$ cat src/rtl/split_ctr_pkg.sv
// Shared types for the split ripple counter.
// Assumes: one system clock domain; count inputs are asynchronous.
package split_ctr_pkg;

    // Edge events reported by a synchroniser for one input line
    typedef struct packed {
        logic fall;
        logic rise;
    } edge_ev_t;

endpackage

$ cat src/rtl/ctr_edge_sync.sv
// Brings an asynchronous count line into the clock domain and reports edges.
// Assumes: the input level is held for more than STAGES+1 clock periods.
// Latency: an input change shows as an event STAGES clocks later.
module ctr_edge_sync
    import split_ctr_pkg::*;
#(
    parameter int unsigned STAGES = 2
) (
    input  logic     clk,
    input  logic     rst_n,
    input  logic     din,
    output edge_ev_t ev
);

    localparam int unsigned CHAIN_W = STAGES + 1;

    logic [CHAIN_W-1:0] chain;

    // Shift register: first STAGES flops synchronise, the last holds the prior level
    always_ff @(posedge clk) begin
        if (!rst_n) begin
            chain <= '0;
        end else begin
            chain <= {chain[CHAIN_W-2:0], din};
        end
    end

    // Decode edges from the settled level and its predecessor
    always_comb begin
        ev.fall = chain[CHAIN_W-1] & ~chain[CHAIN_W-2];
        ev.rise = ~chain[CHAIN_W-1] & chain[CHAIN_W-2];
    end

endmodule

$ cat src/rtl/ctr_toggle_stage.sv
// Divide-by-two section: inverts its bit on each advance pulse.
// Assumes: adv is a single-cycle pulse; clr has priority over adv.
module ctr_toggle_stage (
    input  logic clk,
    input  logic rst_n,
    input  logic clr,
    input  logic adv,
    output logic q
);

    // State bit with reset, gated clear, then toggle
    always_ff @(posedge clk) begin
        if (!rst_n || clr) begin
            q <= 1'b0;
        end else if (adv) begin
            q <= ~q;
        end
    end

endmodule

$ cat src/rtl/ctr_binary_stage.sv
// Binary up-counter section of WIDTH bits; wraps naturally at 2**WIDTH.
// Assumes: adv is a single-cycle pulse; clr has priority over adv.
module ctr_binary_stage #(
    parameter int unsigned WIDTH = 3
) (
    input  logic             clk,
    input  logic             rst_n,
    input  logic             clr,
    input  logic             adv,
    output logic [WIDTH-1:0] q
);

    localparam logic [WIDTH-1:0] ONE = {{(WIDTH-1){1'b0}}, 1'b1};

    // Count register with reset, gated clear, then increment
    always_ff @(posedge clk) begin
        if (!rst_n || clr) begin
            q <= '0;
        end else if (adv) begin
            q <= q + ONE;
        end
    end

endmodule

$ cat src/rtl/split_ripple_counter.sv
// Split counter top: toggle section on count input A, binary section on B.
// Assumes: count inputs are slow relative to clk; external feedback of
// count_o[0] to cnt_b_in yields a full-width binary count.
module split_ripple_counter
    import split_ctr_pkg::*;
#(
    parameter int unsigned SYNC_STAGES = 2,
    parameter int unsigned HI_W        = 3
) (
    input  logic          clk,
    input  logic          rst_n,
    input  logic          cnt_a_in,
    input  logic          cnt_b_in,
    input  logic          clr_a,
    input  logic          clr_b,
    output logic [HI_W:0] count_o
);

    edge_ev_t        ev_a;
    edge_ev_t        ev_b;
    logic            clear_req;
    logic            lo_q;
    logic [HI_W-1:0] hi_q;

    // Gated clear: both legs must be asserted
    always_comb clear_req = clr_a & clr_b;

    ctr_edge_sync #(.STAGES(SYNC_STAGES)) u_sync_a (
        .clk   (clk),
        .rst_n (rst_n),
        .din   (cnt_a_in),
        .ev    (ev_a)
    );

    ctr_edge_sync #(.STAGES(SYNC_STAGES)) u_sync_b (
        .clk   (clk),
        .rst_n (rst_n),
        .din   (cnt_b_in),
        .ev    (ev_b)
    );

    ctr_toggle_stage u_lo (
        .clk   (clk),
        .rst_n (rst_n),
        .clr   (clear_req),
        .adv   (ev_a.fall),
        .q     (lo_q)
    );

    ctr_binary_stage #(.WIDTH(HI_W)) u_hi (
        .clk   (clk),
        .rst_n (rst_n),
        .clr   (clear_req),
        .adv   (ev_b.fall),
        .q     (hi_q)
    );

    // Pack the two sections into the output word
    always_comb count_o = {hi_q, lo_q};

endmodule

$ cat config.mk
export PLATFORM = sky130hd
export DESIGN_NAME = split_ripple_counter
export DESIGN_NICKNAME = d
export VERILOG_FILES = /design/src/rtl/split_ctr_pkg.sv /design/src/rtl/ctr_edge_sync.sv /design/src/rtl/ctr_toggle_stage.sv /design/src/rtl/ctr_binary_stage.sv /design/src/rtl/split_ripple_counter.sv
export SDC_FILE = /design/constraint.sdc
export NUM_CORES = 1
export LEC_CHECK = 0
export ABC_AREA = 0
export CORE_AREA = 2 2 39 41
export CTS_BUF_LIST = sky130_fd_sc_hd__clkbuf_16
export DETAILED_ROUTE_END_ITERATION = 7
export DIE_AREA = 0 0 41 43
export GPL_TIMING_DRIVEN = 0
export PLACE_DENSITY = 0.52
export SETUP_SLACK_MARGIN = 0.15
export SYNTH_ARGS = -nofsm -noshare
export SYNTH_HDL_FRONTEND = slang
export SYNTH_SLANG_ARGS = --single-unit
$ cat constraint.sdc
create_clock -name clk -period 1.2 [get_ports clk]
set_clock_uncertainty 0.05 [all_clocks]
set_input_delay 0.3 -clock clk [delete_from_list [all_inputs] [get_ports clk]]
set_output_delay 0.3 -clock clk [all_outputs]
set_load 0.03 [all_outputs]
After elaboration in Yosys (flattened, before gate mapping). Cells that the tools add are included. Widths: inputs -> output; s select.

Reductions and logical operators: 2. Divide/modulo/power cells: 0. Shift operators: 0. Equality and inequality tests: 0. Add/subtract/negate cells: 1. Multiplexer cells: 0. Bitwise logic cells: 6. Multipliers: 0. Magnitude comparators: 0.

Operator list (number): $add 3x1->3 const B (1); $and 1x1->1 (3); $not 1->1 (3); $logic_not 1->1 (1); $logic_or 1x1->1 (1).

Memory bits (read-only): 0. Latch bits: 0. Memories kept: 0. Bits in writable memories: 0. Flip-flop bits (word level): 10.

Logic depth before layout (Yosys ltp).
Depth in word-level cells: 2. Depth in mapped cells: 4. Mapped depth without buffers: 4.

Hierarchy. From an unflattened synthesis, not the netlist that was laid out.

Cell total of the unflattened synthesis: 33. Area, all modules: 365.4 um2.

Modules (own cells, without submodules): ctr_edge_sync (cells an instance 8, instances 2, area an instance 91.3 um2); ctr_binary_stage (cells an instance 12, instances 1, area an instance 127.6 um2); ctr_toggle_stage (cells an instance 3, instances 1, area an instance 41.3 um2); split_ripple_counter (cells an instance 2, instances 1, area an instance 13.8 um2).

Least setup slack after synthesis. No wires, ideal clock.

Path kind: register to register. Start point: register u_hi.q[0]. End point: register u_hi.q[1]. Data arrival time: 0.966 ns. Cell stages (with the launch flop): 4. Data required time: 1.035 ns. Clock period less this slack: 1.131 ns. Library setup time: 0.115 ns. Buffers on the path: 0. Slack: 0.069 ns. Path through: dfxtp_1 -> ha_1 -> mux2i_1 -> nor2_1.

Cells in the longest elaborated chain, start to end: 1.

RTL lines: start, declared (RTL line ctr_binary_stage.sv:10) `output logic [WIDTH-1:0] q`; start signal, assigned (RTL line ctr_binary_stage.sv:20) `q <= q + ONE;`; $add 3x1->3 (RTL line ctr_binary_stage.sv:20).

Every way passes these cells. A chain may end at the register's enable or synchronous reset.

Final worst setup path.
Start point: register u_lo.q. End point: output count_o[0].

RTL lines: start, declared (RTL line ctr_toggle_stage.sv:8) `output logic q`; start signal, assigned (RTL line ctr_toggle_stage.sv:16) `q <= ~q;`; end, declared (RTL line split_ripple_counter.sv:16) `output logic [HI_W:0] count_o`.

No word-level cell between the ends.

==> impl_metrics.tcl <==
set metrics [dict create \
    cap_violations 0 \
    root_buffer "clkbuf_16" \
    synthesis.nets 38 \
    wl_per_cell_um 7.984 \
    worst-path-buf-inv 2 \
    portBuffers 9 \
    ys_ff_latch 10 \
    first_iter_violations 0 \
    vias_per_cell 3.787 \
    required_ns 0.85 \
    yosys.cell_count.top_type "dfxtp_1" \
    cp_cell_sequence "buf_6 -> buf_6" \
    synth_compound_area_frac 0 \
    clock_sinks 10 \
    cpPeakStageDelay_ns 0.31 \
    critPathTopFamily "flip-flops" \
    cts_tree "done" \
    cts_inserted_buffers 3 \
    htreeDepth 1 \
    vias 231 \
    synth_xor_area_frac 0.07609 \
    num_rows 14 \
    maxSlewViolCount 0 \
    clk_latency_ns 0.23 \
    period_needed_ns 1.121 \
    first_global_vias 233 \
    synth_adder_area_share 0.03623 \
    ir_worst_vdd_v 0.001128 \
    power.density_nw_per_um2 1730 \
    die_w_um 41 \
    outcome "finished, final reports clean" \
    core_region_area_um2 1384 \
    ios 10 \
    antenna_found_initial 0 \
    finalSetupViolations 0 \
    final_core_util 0.4033 \
    path_class "flip-flop to output pin" \
    grt_util_all_layers 0.07661 \
    fmax_mhz 892.2 \
    clk_path_buf_depth 2 \
    worst_pin_slew_ns 0.1874 \
    synth-seq-area-share 0.5797 \
    grt_max_degree 8 \
    synth_top_area_cell "dfxtp_1" \
    slowest_stage "dfxtp_2" \
    synth_cell_type_count 13 \
    cp_max_fo 2 \
    grt_pass1_wl_um 910 \
    synth_edf_count 0 \
    crit_path_frequent_cell "buf_6" \
    hp-class "input pin to flip-flop" \
    fin_tns_setup_ns 0 \
    synth.cells.most_frequent "dfxtp_1 (10), and2_1 (5), nor2_1 (4)" \
    cts-hold-fix-buffers 0 \
    drc 0 \
    synthMuxAreaShare 0.02899 \
    p_total_w 0.0009657 \
    rsz0062_at_grt "true" \
    synthSimpleGateAreaFrac 0.2572 \
    synth_top_family_by_area "simple AND/OR/NAND/NOR gates" \
    hold_violations 0 \
    initial_core_util 0.2495 \
    drt_wl_total_um 487 \
    die-area_um2 1763 \
    dpl-instance-area_um2 457.9 \
    timing.critical_path.to_type "output pin" \
    max_slew_margin 0.8748 \
    place.gp.congestion 0.5920 \
    first_pass_iters 1 \
    fin_area_um2 558.0 \
    p_leak_nw 0.2406 \
    syn_to_final_growth_pct 61.59 \
    yosys_most_used_dff "dfxtp_1" \
    syn-cell-area_um2 345.3 \
    syn-instance-count 31 \
    finalNetCount 53 \
    nFillCells 143 \
    post-route-period-util 0.9340 \
    yosys-top-cells-area "dfxtp_1 (58%), and2_1 (9.1%), xnor2_1 (5.1%), nor2_1 (4.3%), nor2b_4 (4.0%)" \
    grt-ovfl-total 0 \
    clk_pin_slew_ns 0.04 \
    syn_area_per_cell_um2 11.14 \
    yosysWarnings 0 \
    async_reset_ff_frac 0 \
    die_height_um 43 \
    crit_arrival_ns 0.77 \
    ant_nets 0 \
    drive_above_1_share 0.3333 \
    synth_top_area_frac 0.5797 \
    holdWs_ns 0.3696 \
    antenna_cells 0 \
    cp-start-kind "flip-flop" \
]
metrics by stage:
stage	instances	setup slack, ns
2_1_floorplan	31	0.1975
6_report	61	0.07921
3_5_place_dp	56	-0.2379
4_1_cts	61	0.07689
5_1_grt	61	0.05407
3_3_place_gp	56	-0.2353
layer usage:
layer	vias to the layer above	global-route usage	part of all wire
met3	0	0.01571	0.043
met5	-	0	0
met1	104	0.08795	0.39
met4	0	0.04000	0
li1	122	-	-
met2	5	0.1250	0.57
power by group:
part | leakage (nW) | internal, W | switching [W] | total, W
clock network | 0.0385 | 0.000435 | 0.000138 | 0.000573
logic | 0.118 | 0.0000286 | 0.0000151 | 0.0000437
registers | 0.0837 | 0.000344 | 0.00000473 | 0.000349
total | 0.241 | 0.000808 | 0.000158 | 0.000966
worst register-to-register path, delay by kind of cell (launching register included):
kind	cells	cell delay [ns]
adder cells (fa/ha/maj)	1	0.19
AND/OR/NAND/NOR	2	0.14
flip-flops	1	0.33
XOR/XNOR	1	0.14
path summary, 6_finish.rpt:
path | cells past startpoint | slack [ns] | from | endpoint
min | 2 | 0.37 | rst_n | u_sync_b.chain[1]$_SDFF_PN0_
max | 2 | 0.08 | u_lo.q$_SDFFE_PP0P_ | count_o[0]
max reg2reg | 4 | 0.24 | u_hi.q[0]$_SDFFE_PP0P_ | u_hi.q[2]$_SDFFE_PP0P_
min reg2reg | 1 | 0.38 | u_sync_b.chain[0]$_SDFF_PN0_ | u_sync_b.chain[1]$_SDFF_PN0_
registers in the layout, indices dropped and copies added, names as in the netlist:
| register | flops |
|---|---|
| u_lo.q | 1 |
| u_sync_b.chain | 3 |
| u_hi.q | 3 |
| u_sync_a.chain | 3 |
placed cells by master, fill, tap and decap left out:
cell type        instances
buf_4                    1
and2_2                   1
and2_1                   5
nor2b_4                  1
buf_6                    5
nor2b_1                  1
clkinv_1                 1
nand2_1                  2
dlymetal6s2s_1           1
clkdlybuf4s50_1          4
xnor2_1                  2
dfxtp_2                  4
mux2i_1                  1
xor2_1                   1
nor2_1                   4
dfxtp_1                  6
nand3b_1                 1
clkbuf_16                3
ha_1                     1
final cells by class:
cell class / count / area, um^2 / share of cell area
sequential: 10 / 205.2 / 0.3677
multi-input combinational: 20 / 137.6 / 0.2466
timing repair buffer: 10 / 105.1 / 0.1883
clock buffer: 3 / 75.07 / 0.1345
tap: 16 / 20.02 / 0.03587
buffer: 1 / 11.26 / 0.02018
clock inverter: 1 / 3.754 / 0.006726
cell families after synthesis:
kind of cell  count (synthesis)
simple gates                 15
flops                        10
xor+xnor                      3
buf+inv                       1
mux                           1
fa+ha+maj                     1
repair_timing:
item / CTS / global route
endpoints found under the setup margin: 4 / 8
hold endpoints to repair: 0 / 0
pin swaps: 0 / 1
gates resized for setup: 31 / 1
buffers inserted: 1 / 0
No activity file was read; power rests on OpenSTA's default activity.
